--- src/rtl/pin_edge_irq_pkg.sv ---
package pin_edge_irq_pkg;

    localparam int PORT_W = 8;
    localparam int ADDR_W = 2;

    typedef logic [PORT_W-1:0] port_vec_t;

    typedef enum logic [ADDR_W-1:0] {
        SEL_MASK  = 2'd0,
        SEL_POL   = 2'd1,
        SEL_FLAG  = 2'd2,
        SEL_SPARE = 2'd3
    } reg_sel_e;

    typedef struct packed {
        port_vec_t mask;
        port_vec_t pol;
        port_vec_t flag;
    } ctrl_regs_t;

    // Bits that exist in the chosen variant
    function automatic port_vec_t impl_bits(input bit reduced);
        port_vec_t all_ones;
        all_ones = '1;
        return reduced ? (all_ones >> (PORT_W / 2)) : all_ones;
    endfunction

endpackage

--- src/rtl/pei_edge_detect.sv ---
module pei_edge_detect
    import pin_edge_irq_pkg::*;
(
    input  logic      clk,
    input  logic      rst,
    input  port_vec_t pin_i,
    input  port_vec_t pol_i,
    output port_vec_t edge_o
);

    for (genvar i = 0; i < PORT_W; i++) begin : g_pin
        logic meta_q;
        logic stab_q;
        logic prev_q;

        always_ff @(posedge clk) begin
            if (rst) begin
                meta_q <= 1'b0;
                stab_q <= 1'b0;
                prev_q <= 1'b0;
            end else begin
                meta_q <= pin_i[i];
                stab_q <= meta_q;
                prev_q <= stab_q;
            end
        end

        // Polarity 1: low-to-high counts; polarity 0: high-to-low counts
        assign edge_o[i] = pol_i[i] ? (stab_q & ~prev_q) : (~stab_q & prev_q);
    end

endmodule

--- src/rtl/pei_regs.sv ---
module pei_regs
    import pin_edge_irq_pkg::*;
#(
    parameter port_vec_t IMPL = '1
) (
    input  logic              clk,
    input  logic              rst,
    input  logic [ADDR_W-1:0] addr_i,
    input  logic              wr_en_i,
    input  port_vec_t         wdata_i,
    input  port_vec_t         edge_i,
    output ctrl_regs_t        regs_o,
    output port_vec_t         rdata_o
);

    ctrl_regs_t regs_q;
    reg_sel_e   sel;
    port_vec_t  clr_bits;
    port_vec_t  hit_bits;

    assign sel      = reg_sel_e'(addr_i);
    assign clr_bits = (wr_en_i && sel == SEL_FLAG) ? wdata_i : '0;
    assign hit_bits = edge_i & IMPL;

    always_ff @(posedge clk) begin
        if (rst) begin
            regs_q <= '0;
        end else begin
            // A new edge wins over a clear of the same bit
            regs_q.flag <= (regs_q.flag & ~clr_bits) | hit_bits;
            if (wr_en_i && sel == SEL_MASK) regs_q.mask <= wdata_i & IMPL;
            if (wr_en_i && sel == SEL_POL)  regs_q.pol  <= wdata_i & IMPL;
        end
    end

    always_comb begin
        unique case (sel)
            SEL_MASK:  rdata_o = regs_q.mask;
            SEL_POL:   rdata_o = regs_q.pol;
            SEL_FLAG:  rdata_o = regs_q.flag;
            SEL_SPARE: rdata_o = '0;
        endcase
    end

    assign regs_o = regs_q;

    // A flag bit only rises where an edge was reported
    assert_flag_source_R4: assert property (@(posedge clk) disable iff (rst)
        ((regs_q.flag & ~$past(regs_q.flag) & ~$past(edge_i)) == '0));

    // Write-1 clears bits that saw no edge
    assert_flag_clear_R6: assert property (@(posedge clk) disable iff (rst)
        (wr_en_i && sel == SEL_FLAG) |=> ((regs_q.flag & $past(wdata_i & ~edge_i & IMPL)) == '0));

    // Edge beats a simultaneous clear
    assert_edge_wins_R7: assert property (@(posedge clk) disable iff (rst)
        ((edge_i & IMPL) != '0) |=> ((regs_q.flag & $past(edge_i & IMPL)) == $past(edge_i & IMPL)));

    // Mask write lands one clock later
    assert_mask_write_R2: assert property (@(posedge clk) disable iff (rst)
        (wr_en_i && sel == SEL_MASK) |=> (regs_q.mask == $past(wdata_i & IMPL)));

    // Spare address leaves the mask and polarity alone
    assert_spare_quiet_R10: assert property (@(posedge clk) disable iff (rst)
        (wr_en_i && sel == SEL_SPARE) |=> ($stable(regs_q.mask) && $stable(regs_q.pol)));

    if (IMPL != '1) begin : g_reduced_chk
        assert_upper_zero_R9: assert property (@(posedge clk) disable iff (rst)
            ((regs_q.flag | regs_q.mask | regs_q.pol) & ~IMPL) == '0);
    end

endmodule

--- src/rtl/pin_edge_irq.sv ---
module pin_edge_irq
    import pin_edge_irq_pkg::*;
#(
    parameter bit REDUCED = 1'b0
) (
    input  logic              clk,
    input  logic              rst,
    input  logic [7:0]        pin_i,
    input  logic [ADDR_W-1:0] addr_i,
    input  logic              wr_en_i,
    input  logic [7:0]        wdata_i,
    output logic [7:0]        rdata_o,
    output logic              irq_o
);

    localparam port_vec_t IMPL = impl_bits(REDUCED);

    port_vec_t  edge_vec;
    ctrl_regs_t regs;

    pei_edge_detect u_edge (
        .clk    (clk),
        .rst    (rst),
        .pin_i  (pin_i),
        .pol_i  (regs.pol),
        .edge_o (edge_vec)
    );

    pei_regs #(.IMPL(IMPL)) u_regs (
        .clk     (clk),
        .rst     (rst),
        .addr_i  (addr_i),
        .wr_en_i (wr_en_i),
        .wdata_i (wdata_i),
        .edge_i  (edge_vec),
        .regs_o  (regs),
        .rdata_o (rdata_o)
    );

    assign irq_o = |(regs.flag & regs.mask);

    // The request only rises after an edge or a register write
    assert_irq_cause_R8: assert property (@(posedge clk) disable iff (rst)
        $rose(irq_o) |-> ($past(edge_vec) != '0 || $past(wr_en_i)));

endmodule

--- config.mk ---
export PLATFORM = sky130hd
export DESIGN_NAME = pin_edge_irq
export DESIGN_NICKNAME = d
export VERILOG_FILES = /design/src/rtl/pin_edge_irq_pkg.sv /design/src/rtl/pei_edge_detect.sv /design/src/rtl/pei_regs.sv /design/src/rtl/pin_edge_irq.sv
export SDC_FILE = /design/constraint.sdc
export NUM_CORES = 1
export LEC_CHECK = 0
export BUFFER_PORTS_ARGS = -buffer_cell sky130_fd_sc_hd__buf_2
export CAP_MARGIN = 15
export CELL_PAD_IN_SITES_DETAIL_PLACEMENT = 0
export CELL_PAD_IN_SITES_GLOBAL_PLACEMENT = 1
export CORE_MARGIN = 3
export CORE_UTILIZATION = 35
export CTS_BUF_LIST = sky130_fd_sc_hd__clkbuf_8
export DETAILED_ROUTE_END_ITERATION = 10
export GPL_TIMING_DRIVEN = 0
export PLACE_DENSITY_LB_ADDON = 0.1
export SETUP_SLACK_MARGIN = 0.05
export SYNTH_ARGS = -nofsm -noshare
export SYNTH_HDL_FRONTEND = slang
export SYNTH_SLANG_ARGS = --single-unit
--- constraint.sdc ---
create_clock -name clk -period 1 [get_ports clk]
set_input_delay 0 -clock clk [delete_from_list [all_inputs] [get_ports clk]]
set_output_delay 0 -clock clk [all_outputs]
set_load 0.005 [all_outputs]
# Word-level counts from Yosys, hierarchy flattened
# Cells that the tools add are included.
# totals
register_bits,48
output_inout_bits,9
word_cells,81
# classes
n_eq_ne,3
n_mux,10
n_bitwise,36
reduce_logical,5
# op_table
operator,n
case mux 8 bit (4 select lines),1
bitwise AND 1 bit,16
bitwise AND 8 bit,2
inverter 1 bit,16
two-way mux 1 bit,8
two-way mux 8 bit,1
inverter 8 bit,1
OR 8 bit,1
OR reduction 8 bit,1
"equality test 2 bit, second input constant",2
logical AND 1 bit,3
"equality test 2 x 1 -> 1 bit, second input constant",1
zero test 2 bit,1

# Logic depth before layout (Yosys ltp)
# Gate-level depths: netlist (run 1).
# logic_depth
ltp_word,6
ltp_mapped,5
mapped_depth_nobuf,2

# Cells and area by module
# From an unflattened synthesis (run 1), not the netlist that was laid out.
# hier_totals
hier_cells,196
hier_area_um2,2097.0
# modules_own_cells
mod,n_inst,cells_each,area_each_um2,seq_area_each_um2
pei_regs,1,117,1237.4,480.5
pei_edge_detect,1,74,823.3,480.5
pin_edge_irq,1,5,36.3,0.0

# Worst setup path after synthesis (run 1)
# No wires, ideal clock.
# synth_path
path_kind,input-to-reg
start,input addr_i[1]
end,register u_regs.regs_q (netlist bit u_regs.regs_o[16])
setup_time_ns,0.119
arrival_time_ns,0.741
setup_slack_ns,0.140
cell_stages,4
cell_sequence,buf_6 -> or3b_1 -> buf_6 -> mux2i_1
# synth_via
elab_chain_cells,2
# synth_lines
element,line,text
"start, declared",pin_edge_irq.sv:9,"input logic [ADDR_W-1:0] addr_i,"
zero test 2 bit,pei_regs.sv:31,if (wr_en_i && sel == SEL_MASK) regs_q.mask <= wdata_i & IMPL;
logical AND 1 bit,pei_regs.sv:31,
"end, declared",pei_regs.sv:16,ctrl_regs_t regs_q;
# Every way passes these cells.
# A chain may end at the register's enable or synchronous reset.

# Final worst setup path (run 1)
# layout_path
start,register u_regs.regs_q (netlist bit u_regs.regs_o[22])
end,output rdata_o[6]
# layout_via
elab_chain_cells,1
# layout_lines
element,line,text
case mux 8 bit (4 select lines),pei_regs.sv:37,unique case (sel)
"end, declared",pin_edge_irq.sv:12,"output logic [7:0] rdata_o,"
# Every way passes these cells.

==> flow_metrics.tcl, run 1 <==
set metrics [dict create \
    die_y_um 81.9 \
    slew_viol_final 0 \
    worstPathArrival_ps 1100 \
    grt_max_degree 14 \
    grt_setup_unrepaired "true" \
    n_antenna_cell 0 \
    dieArea_um2 6710 \
    synth_compound_area_share_pct 8.94 \
    synth_area_um2 2020 \
    mappedNetlistNets 204 \
    nets 259 \
    max_freq_ghz 0.908 \
    wl_per_cell_um 16.3 \
    reg2reg_slack_ps 30 \
    outcome "finished with violations" \
    fin_util_pct 47.2 \
    hold_slack_ps 29.0 \
    ys_ff_latch 48 \
    synth_top_family_by_area "simple AND/OR/NAND/NOR gates" \
    initial_utilization_pct 36.4 \
    irDropWorstVdd_v 0.000986 \
    ctsHtreeMaxLevel 2 \
    cts_root_buf "clkbuf_8" \
    netlist_instances 183 \
    cp_cell_sequence "buf_4 > mux2i_1 > o2bb2ai_1 > buf_2" \
    clock_path_buffers 2 \
    synth_mux_area_share_pct 11.9 \
    globalplace.congestion 0.715 \
    setup_viol 5 \
    ys_seq_area_share_pct 47.7 \
    route.detailed.drc 0 \
    clk_pin_slew_ps 90 \
    worstSetupPathType "flip-flop to primary output" \
    r2r-end "u_regs.regs_o[7]$_SDFF_PP0_" \
    yosys_warnings 0 \
    cap_violations 0 \
    endpoint "rdata_o[6]" \
    port_buffers 26 \
    tritoncts "done" \
    via_per_inst 5.10 \
    avgSynthCellArea_um2 11.0 \
    die_x_um 81.9 \
    r2r-start "u_regs.regs_o[15]$_SDFFE_PP0P_" \
    synth_cell_type_count 18 \
    grt_pass1_wl_um 7970 \
    hold_viol_final 0 \
    place_hpwl_um 3340 \
    clock_latency_ps 300 \
    worstMarginPinSlew_ps 488 \
    start_kind "flip-flop" \
    globalRouteTotalUtil_pct 16.1 \
    postRouteAntennaNets 0 \
    yosys.area_share.simple_pct 27.3 \
    grt_pass1_vias 1607 \
    grt_overflow 0 \
    synth_xor_area_share_pct 0 \
    critical-path-slowest-cell "dfxtp_2" \
    worstPathRequired_ps 1000 \
    critPathMaxStageDelay_ps 330 \
    p_leak_uw 0.00105 \
    cp-end-kind "primary output" \
    area_growth_syn_to_layout_pct 29.9 \
    post-route-period-util_pct 110 \
    routed_wl_um 5070 \
    cp_max_fo 2 \
    powerDensity_nw_per_um2 1380 \
    slew_headroom_pct 67.4 \
    ios 30 \
    firstDrtPassIters 4 \
    synth_adder_area_share_pct 0 \
    numCtsBuffers 5 \
    antenna_found_initial 0 \
    fin_ws_ps -101 \
    num_vias 1587 \
    violations "setup timing" \
    min_period_ps 1100 \
    core_region_area_um2 5540 \
    cts.sinks 48 \
    fill_cells 557 \
    r2r_cells 3 \
    hp-class "primary input to flip-flop" \
    final_common_cell "buf_2" \
    finClkSkew_ps 5.16 \
    rows 27 \
    setup.worst_path.start "u_regs.regs_o[22]$_SDFFE_PP0P_" \
    final_cell_mix "buf_2 (30), dfxtp_1 (29), nor2b_1 (25)" \
    drt_iter0_drc 58 \
    drive_gt1_share_pct 31.8 \
]
-- synthesized netlist by cell type (all sizes together) --
cell type	number	area [um^2]
nor4bb	8	80.1
inv	1	3.75
a22oi	4	30.0
o2bb2ai	8	70.1
mux2i	24	240
nor2b	25	156
nand4	1	6.26
clkbuf	6	22.5
or3b	1	8.76
a311o	8	80.1
nor4b	8	70.1
buf	8	57.6
and3b	1	8.76
nand4b	8	70.1
nand2b	24	150
dfxtp	48	961
-- worst max-delay path: cells and delay by family, from the launching register on --
family / cells / cell delay, ps
multiplexers: 1 / 130
buffers and inverters: 2 / 260
flip-flops: 1 / 330
AO/OA/AOI/OAI: 1 / 80
-- where the power goes --
part,total (uW),switching [uW],internal [uW]
Combinational,402,188,214
Clock,1180,630,545
Sequential,2040,49.1,1990
Total,3610,867,2750
-- sequential cells by signal (all words and copies together), names as in the netlist --
register	cells
u_edge.g_pin.prev_q	8
u_regs.regs_o	24
u_edge.g_pin.meta_q	8
u_edge.g_pin.stab_q	8
-- metal layers --
| metal | wire (um) | global-route usage [%] | vias up |
|---|---|---|---|
| li1 | - | - | 780 |
| met2 | 2560 | 28.8 | 30 |
| met3 | 177 | 3.62 | 3 |
| met5 | 0 | 0 | - |
| met4 | 30 | 2.99 | 0 |
| met1 | 2310 | 19.9 | 774 |
-- kinds of logic (layout without fill, tap and decap cells) --
family                 after synthesis  in the layout
and+or+nand+nor                     76             76
DFF                                 48             48
muxes                               24             24
AOI/OAI and AO/OA                   20             20
buffers and inverters               15             71
-- how the worst min path moves through the flow --
stage	start	end	slack, ps	cells after the start
after CTS	wdata_i[0]	u_regs.regs_o[8]$_SDFFE_PP0P_	6	3
after floorplan	pin_i[0]	u_edge.g_pin[0].meta_q$_SDFF_PP0_	130	1
after global placement	pin_i[1]	u_edge.g_pin[1].meta_q$_SDFF_PP0_	210	2
final	wdata_i[0]	u_regs.regs_o[8]$_SDFFE_PP0P_	30	3
after global routing	wdata_i[0]	u_regs.regs_o[8]$_SDFFE_PP0P_	50	3
after detailed placement	pin_i[0]	u_edge.g_pin[0].meta_q$_SDFF_PP0_	210	2
-- through the flow --
stage	power (uW)	TNS, ps	worst slack [ps]	instance area [um^2]	cells
final	3610	-236	-101	2620	311
after global routing	3800	-696	-162	2620	311
after CTS	3650	-284	-123	2560	308
after detailed placement	2410	-7810	-330	2240	281
after global placement	2400	-7690	-346	2240	281
after floorplan	2270	0	140	2020	183
-- what timing repair did --
item                                    4_1_cts  5_1_grt
hold buffers                                 15        0
endpoints found under the setup margin       15       11
endpoints found under the hold margin        21        0
resized for setup                            26        8
pin swaps                                    11        3
buffers inserted                              4        3
-- layout make-up --
type	instances	area (um^2)	area share (%)
Inverter	1	3.75	0.143
Multi-Input combinational cell	120	1020	38.8
Clock inverter	2	7.51	0.287
Sequential cell	48	987	37.7
Buffer	14	82.6	3.15
Clock buffer	6	82.6	3.15
Timing Repair Buffer	48	348	13.3
Tap cell	72	90.1	3.44
Note: power is estimated with default switching activity, not from simulation.
==> run 2: changes to the inputs <==
--- a/config.mk
+++ b/config.mk
@@ -5,7 +5,8 @@
 export SDC_FILE = /design/constraint.sdc
 export NUM_CORES = 1
 export LEC_CHECK = 0
-export BUFFER_PORTS_ARGS = -buffer_cell sky130_fd_sc_hd__buf_2
+export ABC_AREA = 1
+export BUFFER_PORTS_ARGS = -buffer_cell sky130_fd_sc_hd__buf_4
 export CAP_MARGIN = 15
 export CELL_PAD_IN_SITES_DETAIL_PLACEMENT = 0
 export CELL_PAD_IN_SITES_GLOBAL_PLACEMENT = 1
==> run 2 against run 1 <==
Against the previous run:
- the run still ends with setup timing left
- non-clock buffer count rose by 2
- first-iteration DRC count rose by 16%
- core utilization is 3.0 points higher
- critical path type unchanged
- critical endpoint is now irq_o
- largest cell class is now registers
==> flow_metrics.tcl, run 2 <==
set metrics [dict create \
    outcome "finished with violations" \
    violations "setup timing" \
    synth_compound_area_share_pct 11.6 \
    die_y_um 79.7 \
    numCtsBuffers 5 \
    area_growth_syn_to_layout_pct 36.7 \
    fin_util_pct 50.2 \
    cts.sinks 48 \
    r2r-start "u_regs.regs_o[12]$_SDFFE_PP0P_" \
    synth_xor_area_share_pct 0 \
    setup.worst_path.start "u_regs.regs_o[5]$_SDFF_PP0_" \
    die_x_um 79.7 \
    wl_per_cell_um 12.0 \
    largest_reg_flops 24 \
    synth_area_leader_cell "dfxtp_1" \
    ys_seq_area_share_pct 50.6 \
    fin_ws_ps -194 \
    route.detailed.drc 0 \
    place_area_um2 2180 \
    antenna_found_initial 0 \
    min_period_ps 1190 \
    rows 26 \
    mappedNetlistNets 281 \
    synth_edf_count 0 \
    synth_adder_area_share_pct 0 \
    irDropWorstVdd_v 0.000710 \
    synth_commonest_cells "inv_1 (50), dfxtp_1 (48), nand2_1 (41), nor2_1 (41)" \
    postRouteAntennaNets 0 \
    firstDrtPassIters 4 \
    cp_max_fo 2 \
    yosys.area_share.simple_pct 25.5 \
    globalplace.congestion 0.743 \
    cts_root_buf "clkbuf_8" \
    via_per_inst 4.51 \
    n_antenna_cell 0 \
    r2r-end "u_regs.regs_o[4]$_SDFF_PP0_" \
    grt_pass1_wl_um 7860 \
    cap_violations 0 \
    clock_path_buffers 2 \
    tns_ps -328 \
    worstPathArrival_ps 1190 \
    slew_viol_final 0 \
    max_freq_ghz 0.837 \
    crit_buf_inv 1 \
    final_cell_mix "inv_1 (45), nor2_1 (40), nand2_1 (35)" \
    clock_latency_ps 290 \
    drt_iter0_drc 67 \
    worstPathRequired_ps 1000 \
    crit_family "simple AND/OR/NAND/NOR gates" \
    finalNonFillerCells 393 \
    netlist.area_leader.share_pct 50.6 \
    cp_cell_sequence "nand2_1 > nand4_1 > or2_4 > buf_6" \
    ios 30 \
    ctsHtreeMaxLevel 2 \
    synthFlopType "dfxtp_1" \
    core_region_area_um2 5170 \
    hold_viol_final 0 \
    avgSynthCellArea_um2 7.31 \
    netlist_instances 260 \
    finClkSkew_ps 3.67 \
    synth_area_leaders "dfxtp_1 (51%), inv_1 (9.9%), nand2_1 (8.1%)" \
    powerDensity_nw_per_um2 1380 \
    cp-end-kind "primary output" \
    reg2reg_slack_ps 150 \
    ys_ff_latch 48 \
    initial_utilization_pct 36.7 \
    min_from "addr_i[1]" \
    setup_viol 6 \
    async_reset_ff_share_pct 0 \
    hold_path_depth 4 \
    dieArea_um2 6350 \
    routed_wl_um 4720 \
    globalRouteTotalUtil_pct 16.2 \
    grt_overflow 0 \
    r2r_cells 6 \
    worstSetupPathType "flip-flop to primary output" \
    critPathMaxStageDelay_ps 330 \
    yosys_warnings 0 \
    synth_top_family_by_area "simple AND/OR/NAND/NOR gates" \
    slew_headroom_pct 59.5 \
    post-route-period-util_pct 119 \
    drive_gt1_share_pct 26.0 \
    yosysMostFrequentCell "inv_1" \
    worstMarginPinSlew_ps 608 \
    critical-path-slowest-cell "dfxtp_2" \
    tritoncts "done" \
    hold_end "u_regs.regs_o[1]$_SDFF_PP0_" \
    port_buffers 26 \
    hp-class "primary input to flip-flop" \
    synth_area_um2 1900 \
    synth_cell_type_count 18 \
    grt_setup_unrepaired "true" \
    fill_cells 561 \
    clk_pin_slew_ps 80 \
    synth_mux_area_share_pct 0 \
    place_hpwl_um 3190 \
    num_vias 1773 \
    power_uw 3580 \
    nets 344 \
    final_cell_area_um2 2600 \
    start_kind "flip-flop" \
    grt_max_degree 14 \
    grt_pass1_vias 1668 \
    final_common_cell "inv_1" \
    p_leak_uw 0.00110 \
    dp_cells 356 \
]
## run 2: worst register-to-register path, cell delays in order (launching register included)
cell and delay, ps:
dfxtp_2 340, inv_2 40, buf_4 120, nand3_1 60, nand2_1 60, inv_1 50
a21oi_1 50
## run 2: logic make-up after synthesis
| group | Yosys count |
|---|---|
| and+or+nand+nor | 112 |
| buffers and inverters | 60 |
| DFF | 48 |
| AOI/OAI and AO/OA | 40 |
## run 2: area by class of cell
class	count	area (um^2)	share of cell area [%]
multi-input combinational	152	729	28.1
clock buffer	5	68.8	2.65
timing repair buffer	56	485	18.7
tap	70	87.6	3.37
inverter	52	195	7.51
clock inverter	2	8.76	0.337
buffer	8	40.0	1.54
sequential	48	982	37.8
## run 2: how the worst max path moves through the flow
stage | slack (ps) | end | cells past startpoint
finish | -190 | irq_o | 4
global route | -240 | irq_o | 4
CTS | -190 | irq_o | 4
detailed placement | -170 | rdata_o[7] | 6
global placement | -170 | rdata_o[7] | 6
floorplan | 250 | u_regs.regs_o[13]$_SDFFE_PP0P_ | 6
## run 2: power breakdown
group,total (uW),switching (uW),internal (uW),leakage (uW)
Clock,1070,603,466,0.0000452
Sequential,2050,45.1,2000,0.000401
Combinational,462,233,229,0.000657
## run 2: repair_timing
| item | in CTS | in global routing |
|---|---|---|
| resized for setup | 29 | 9 |
| hold buffers | 17 | 0 |
| setup endpoints to repair | 9 | 9 |
| pin swaps | 9 | 4 |
| hold endpoints to repair | 21 | 0 |
| setup buffers | 10 | 3 |
## run 2: layer usage
| layer | wire length, um | global-route usage, % | vias to the layer above |
|---|---|---|---|
| met3 | 221 | 3.84 | 5 |
| met5 | 0 | 0 | - |
| met2 | 2210 | 26.6 | 34 |
| met4 | 62 | 5.15 | 0 |
| met1 | 2230 | 20.9 | 795 |
| li1 | - | - | 939 |
## run 2: stage by stage
step | setup WS [ps] | hold slack (ps)
after floorplan | 253 | 107
after global placement | -165 | 198
after detailed placement | -171 | 207
after CTS | -191 | 92.1
after global routing | -243 | 105
final | -194 | 93.7
